[src/rtl/wdog_pkg.sv]
package wdog_pkg;
    localparam int unsigned ADDR_W    = 3;
    localparam int unsigned STALL_BIT = 8;

    typedef enum logic [ADDR_W-1:0] {
        REG_LOAD   = 3'd0,
        REG_VALUE  = 3'd1,
        REG_CTRL   = 3'd2,
        REG_CLEAR  = 3'd3,
        REG_RAW    = 3'd4,
        REG_MASKED = 3'd5,
        REG_TEST   = 3'd6,
        REG_LOCK   = 3'd7
    } wdog_reg_e;
endpackage

[src/rtl/wdog_ctrl.sv]
module wdog_ctrl
    import wdog_pkg::*;
#(
    parameter int unsigned DW  = 32,
    parameter logic [DW-1:0] KEY = 32'h1ACCE551
) (
    input  logic                clk_i,
    input  logic                rst_ni,
    input  logic [ADDR_W-1:0]   addr_i,
    input  logic [DW-1:0]       wdata_i,
    input  logic                wr_i,
    output logic                locked_o,
    output logic [DW-1:0]       load_o,
    output logic                en_o,
    output logic                rst_en_o,
    output logic                stall_o,
    output logic                load_wr_o,
    output logic                clr_wr_o
);
    typedef struct packed {
        logic          locked;
        logic [DW-1:0] load;
        logic          en;
        logic          rst_en;
        logic          stall;
    } ctrl_t;

    ctrl_t s_d, s_q;
    logic  wr_ok;

    always_comb begin
        s_d       = s_q;
        wr_ok     = wr_i && !s_q.locked;
        load_wr_o = 1'b0;
        clr_wr_o  = 1'b0;
        if (wr_i && wdog_reg_e'(addr_i) == REG_LOCK) begin
            s_d.locked = (wdata_i != KEY);
        end
        if (wr_ok) begin
            case (wdog_reg_e'(addr_i))
                REG_LOAD: begin
                    s_d.load  = wdata_i;
                    load_wr_o = 1'b1;
                end
                REG_CTRL: begin
                    s_d.en     = s_q.en | wdata_i[0];
                    s_d.rst_en = wdata_i[1];
                end
                REG_CLEAR: clr_wr_o  = 1'b1;
                REG_TEST:  s_d.stall = wdata_i[STALL_BIT];
                default: ;
            endcase
        end
    end

    always_ff @(posedge clk_i or negedge rst_ni) begin
        if (!rst_ni) begin
            s_q.locked <= 1'b0;
            s_q.load   <= '1;
            s_q.en     <= 1'b0;
            s_q.rst_en <= 1'b0;
            s_q.stall  <= 1'b0;
        end else begin
            s_q <= s_d;
        end
    end

    assign locked_o = s_q.locked;
    assign load_o   = s_q.load;
    assign en_o     = s_q.en;
    assign rst_en_o = s_q.rst_en;
    assign stall_o  = s_q.stall;
endmodule

[src/rtl/wdog_core.sv]
module wdog_core #(
    parameter int unsigned DW = 32
) (
    input  logic          clk_i,
    input  logic          rst_ni,
    input  logic          en_i,
    input  logic          rst_en_i,
    input  logic          stall_i,
    input  logic          halt_i,
    input  logic          load_wr_i,
    input  logic [DW-1:0] wr_val_i,
    input  logic [DW-1:0] reload_i,
    input  logic          clr_wr_i,
    output logic [DW-1:0] cnt_o,
    output logic          raw_o,
    output logic          rst_o
);
    typedef struct packed {
        logic [DW-1:0] cnt;
        logic          raw;
        logic          rst;
    } core_t;

    core_t s_d, s_q;
    logic  run;
    logic  pending;

    always_comb begin
        s_d     = s_q;
        s_d.rst = 1'b0;
        run     = en_i && !(stall_i && halt_i);
        pending = s_q.raw && !clr_wr_i;
        if (clr_wr_i) begin
            s_d.raw = 1'b0;
        end
        if (load_wr_i) begin
            s_d.cnt = wr_val_i;
        end else if (run) begin
            if (s_q.cnt == '0) begin
                s_d.cnt = reload_i;
                if (pending && rst_en_i) begin
                    s_d.rst = 1'b1;
                    s_d.raw = 1'b0;
                end else begin
                    s_d.raw = 1'b1;
                end
            end else begin
                s_d.cnt = s_q.cnt - 1'b1;
            end
        end
    end

    always_ff @(posedge clk_i or negedge rst_ni) begin
        if (!rst_ni) begin
            s_q.cnt <= '1;
            s_q.raw <= 1'b0;
            s_q.rst <= 1'b0;
        end else begin
            s_q <= s_d;
        end
    end

    assign cnt_o = s_q.cnt;
    assign raw_o = s_q.raw;
    assign rst_o = s_q.rst;
endmodule

[src/rtl/wdog_timer.sv]
module wdog_timer
    import wdog_pkg::*;
#(
    parameter int unsigned DW = 32
) (
    input  logic              clk_i,
    input  logic              rst_ni,
    input  logic [ADDR_W-1:0] addr_i,
    input  logic [DW-1:0]     wdata_i,
    input  logic              wr_i,
    output logic [DW-1:0]     rdata_o,
    output logic              ready_o,
    input  logic              halt_i,
    output logic              irq_o,
    output logic              sys_rst_o
);
    logic          lock_st;
    logic [DW-1:0] load_q;
    logic          en_st;
    logic          rst_en_st;
    logic          stall_st;
    logic          load_wr;
    logic          clr_wr;
    logic [DW-1:0] cnt_val;
    logic          raw_st;
    logic          rdy_d, rdy_q;

    wdog_ctrl #(.DW(DW)) u_ctrl (
        .clk_i     (clk_i),
        .rst_ni    (rst_ni),
        .addr_i    (addr_i),
        .wdata_i   (wdata_i),
        .wr_i      (wr_i),
        .locked_o  (lock_st),
        .load_o    (load_q),
        .en_o      (en_st),
        .rst_en_o  (rst_en_st),
        .stall_o   (stall_st),
        .load_wr_o (load_wr),
        .clr_wr_o  (clr_wr)
    );

    wdog_core #(.DW(DW)) u_core (
        .clk_i     (clk_i),
        .rst_ni    (rst_ni),
        .en_i      (en_st),
        .rst_en_i  (rst_en_st),
        .stall_i   (stall_st),
        .halt_i    (halt_i),
        .load_wr_i (load_wr),
        .wr_val_i  (wdata_i),
        .reload_i  (load_q),
        .clr_wr_i  (clr_wr),
        .cnt_o     (cnt_val),
        .raw_o     (raw_st),
        .rst_o     (sys_rst_o)
    );

    assign irq_o = raw_st & en_st;

    always_comb begin
        rdata_o = '0;
        case (wdog_reg_e'(addr_i))
            REG_LOAD:   rdata_o = load_q;
            REG_VALUE:  rdata_o = cnt_val;
            REG_CTRL:   rdata_o[1:0] = {rst_en_st, en_st};
            REG_RAW:    rdata_o[0] = raw_st;
            REG_MASKED: rdata_o[0] = irq_o;
            REG_TEST:   rdata_o[STALL_BIT] = stall_st;
            REG_LOCK:   rdata_o[0] = lock_st;
            default:    rdata_o = '0;
        endcase
    end

    always_comb rdy_d = wr_i;

    always_ff @(posedge clk_i or negedge rst_ni) begin
        if (!rst_ni) rdy_q <= 1'b0;
        else         rdy_q <= rdy_d;
    end

    assign ready_o = rdy_q;
endmodule

[config.mk]
export PLATFORM = sky130hd
export DESIGN_NAME = wdog_timer
export DESIGN_NICKNAME = d
export VERILOG_FILES = /design/src/rtl/wdog_pkg.sv /design/src/rtl/wdog_ctrl.sv /design/src/rtl/wdog_core.sv /design/src/rtl/wdog_timer.sv
export SDC_FILE = /design/constraint.sdc
export NUM_CORES = 1
export LEC_CHECK = 0
export ABC_AREA = 1
export ABC_CLOCK_PERIOD_IN_PS = 1500
export BUFFER_PORTS_ARGS = -buffer_cell sky130_fd_sc_hd__buf_2
export CAP_MARGIN = 20
export CORE_AREA = 2 2 109 111
export CTS_CLUSTER_DIAMETER = 30
export DETAILED_ROUTE_END_ITERATION = 7
export DIE_AREA = 0 0 111 113
export PLACE_DENSITY = 0.63
export SLEW_MARGIN = 10
export SYNTH_ARGS = -nofsm -noshare
export SYNTH_HDL_FRONTEND = slang
export SYNTH_SLANG_ARGS = --single-unit
[constraint.sdc]
create_clock -name clk_i -period 1.5 [get_ports clk_i]
set_clock_uncertainty 0.1 [all_clocks]
set_input_delay 0.15 -clock clk_i [delete_from_list [all_inputs] [get_ports clk_i]]
set_output_delay 0.15 -clock clk_i [all_outputs]
set_load 0.02 [all_outputs]
==> results_dict.tcl <==
set metrics [dict create \
    outcome "finished with violations" \
    violations "negative setup slack" \
    synthTopCellsByCount "175 x nand2_1, 112 x inv_1, 64 x dfstp_2" \
    yosysWarnings 0 \
    slew_headroom 0.7277 \
    finalHoldViolCount 0 \
    timing.final.crit_share 1.230 \
    cts.sinks 71 \
    internal-power_mw 8.292 \
    dpl.hpwl_mm 11.86 \
    fp.coreArea_sq_mm 0.01127 \
    path_clk_slew_ns 0.06 \
    area_delta_synth_final_pct 69.79 \
    place.gp.congestion 0.9932 \
    reg2reg_depth 9 \
    vias 6058 \
    pwr_density_cell_mw_per_mm2 1807 \
    layout-drive-gt1-share 0.5222 \
    placed_area_sq_mm 0.006082 \
    worstPathRequired_ns 1.25 \
    grt_pass1_wl_mm 30.66 \
    setup_viol 66 \
    ant_nets 0 \
    grt_overflow_total 0 \
    rsz0062_at_grt "true" \
    yosysSeqAreaShare 0.3819 \
    clock_latency_ns 0.35 \
    clockPowerShare 0.132 \
    yosysTopAreaCellShare 0.3459 \
    grt_max_degree 72 \
    rows 39 \
    ys_ff_latch 71 \
    post_drt_wl_per_cell_um 18.33 \
    drv_cap 0 \
    cts_buffers 9 \
    end_kind "primary output" \
    fin_setup_tns_ns -12.54 \
    cp-start-kind "flop" \
    drc 0 \
    finalMaxSlewViolations 0 \
    crit_type "reg -> out" \
    setup_ws_ns -0.3447 \
    path_cells "inv_4, buf_6, buf_6, o22ai_2, inv_1, nand4_1, buf_4" \
    pwr-share-comb 0.623 \
    slowest_delay_ns 0.56 \
    clockRootBuffer "clkbuf_16" \
    post-route-min-period_ns 1.845 \
    syn_avg_cell_area_sq_um 6.956 \
    tightest_slew_ns 0.4084 \
    dieWidth_um 111 \
    fin_nets 982 \
    routed_via_density 5.563 \
    port_buffers 73 \
    fmax_mhz 542.1 \
    power_mw 14.92 \
    switching_share 0.4442 \
    antenna_found_initial 0 \
    cts_buffer_depth 2 \
    synth_edf_count 0 \
    ioPinCount 74 \
    wirelength_mm 19.96 \
    cp.arrival_ns 1.59 \
    grt_pass1_vias 6115 \
    synth_area_leaders "dfstp_2 35%, nand2_1 14%, inv_1 8.6%" \
    synthFlopType "dfstp_2" \
    dieArea_sq_mm 0.01254 \
    synthCells 699 \
    crit_slowest_cell "dfstp_2" \
    hold_path.class "in -> reg" \
    nFillCells 754 \
    ys_types 40 \
    htree_levels 3 \
    antenna_cells 0 \
    synth_area_sq_mm 0.004862 \
    initial_core_util 0.4313 \
    synthArstFlopShare 1.000 \
    drtIter0Drc 446 \
    crit_top_cell "buf_6" \
    cts_tree "done" \
    synth_top_cell_by_area "dfstp_2" \
    finalInstanceArea_sq_mm 0.008255 \
    grt_usage 0.3086 \
    p_switching_mw 6.626 \
    pwr-share-seq 0.246 \
    die_height_um 113 \
    whs_ns 0.01327 \
    path_max_fanout 3 \
    dp_slack_ns -0.3338 \
    p_leak_nw 3.890 \
    synth.net_count 740 \
    dr.pass1.iters 5 \
    hold_depth 3 \
    yosysMostFrequentCell "nand2_1" \
    ir_drop_mv 1.185 \
]
## power groups by stage
stage                     registers (mW)  logic (mW)  clock network, mW
after detailed placement            3.45        6.02                  0
after global routing                3.73        9.93               2.09
after floorplan                     3.40        3.44                  0
final                               3.66        9.29               1.97
after global placement              3.42        5.93                  0
after CTS                           3.59        8.18               2.00
## cell families (layout without fill, tap and decap cells)
| logic type | Yosys count | count (layout) | share of synthesized area |
|---|---|---|---|
| simple gates | 336 | 337 | 0.3103 |
| compound gates | 139 | 139 | 0.1639 |
| buf+inv | 139 | 385 | 0.1166 |
| flops | 71 | 71 | 0.3819 |
| xor+xnor | 11 | 11 | 0.01981 |
| fa+ha+maj | 2 | 2 | 0.005146 |
| mux | 1 | 1 | 0.002316 |
## metrics by stage
step	util	cells
after floorplan	-	699
after global placement	0.5396	989
after detailed placement	0.5396	989
after CTS	0.7012	1081
after global routing	0.7324	1089
final	0.7324	1089
## state kept, by name, indices dropped and copies added, names as in the netlist
name,count
u_core.cnt_o,32
u_ctrl.load_o,32
ready_o,1
u_core.raw_o,1
u_core.rst_o,1
u_ctrl.en_o,1
u_ctrl.locked_o,1
u_ctrl.rst_en_o,1
u_ctrl.stall_o,1
## routing by layer
metal | GRT usage | vias to the layer above | wire length, um
met5 | 0 | - | 0
met4 | 0.1275 | 0 | 904
met3 | 0.05892 | 75 | 1338
met2 | 0.5366 | 298 | 9786
met1 | 0.3782 | 2935 | 7930
li1 | - | 2750 | -
## what timing repair did
action | 4_1_cts | 5_1_grt
endpoints found under the setup margin | 66 | 67
gates cloned | 4 | 0
resized for setup | 268 | 69
setup buffers | 40 | 11
hold buffers | 32 | 0
pin swaps | 72 | 36
hold endpoints to repair | 44 | 0
## worst max-delay path: cells and delay by family (launching register included)
family,cells,cell delay [ns]
AO/OA/AOI/OAI,1,0.13
flip-flops,1,0.56
AND/OR/NAND/NOR,1,0.07
buffers and inverters,5,0.48
## cell type report
type | instances | area [sq um] | area share
multi-input combinational | 490 | 3267 | 0.3957
timing repair buffer | 247 | 2152 | 0.2607
sequential | 71 | 1857 | 0.2249
inverter | 120 | 520.5 | 0.06305
clock buffer | 11 | 232.7 | 0.02819
tap | 143 | 178.9 | 0.02167
clock inverter | 5 | 25.02 | 0.003031
timing repair inverter | 2 | 22.52 | 0.002728
## worst paths after layout
kind | start | to | slack [ns]
hold reg to reg | u_ctrl.load_o[31] | u_ctrl.load_o[31] | 0.39
max in group asynchronous | rst_ni | u_core.cnt_o[17] | 0.68
setup / recovery | u_core.cnt_o[0] | rdata_o[0] | -0.34
setup reg to reg | u_core.cnt_o[1] | u_core.cnt_o[7] | -0.32
min in group asynchronous | rst_ni | u_ctrl.rst_en_o | 0.28
hold / removal | wdata_i[31] | u_ctrl.load_o[31] | 0.01
## layout by cell type (no fill, tap or decap), types with 14 or more instances in the layout
cell / instances
nand2_1: 149
buf_4: 109
inv_1: 79
dfstp_2: 64
buf_6: 58
o21ai_0: 52
buf_2: 40
nor2_4: 32
nor2_1: 32
dlygate4sd3_1: 32
nand3_1: 31
inv_2: 24
nand2_2: 23
nand3_2: 19
o22ai_1: 16
nor2_2: 14
(Power assumes the default switching activity.)
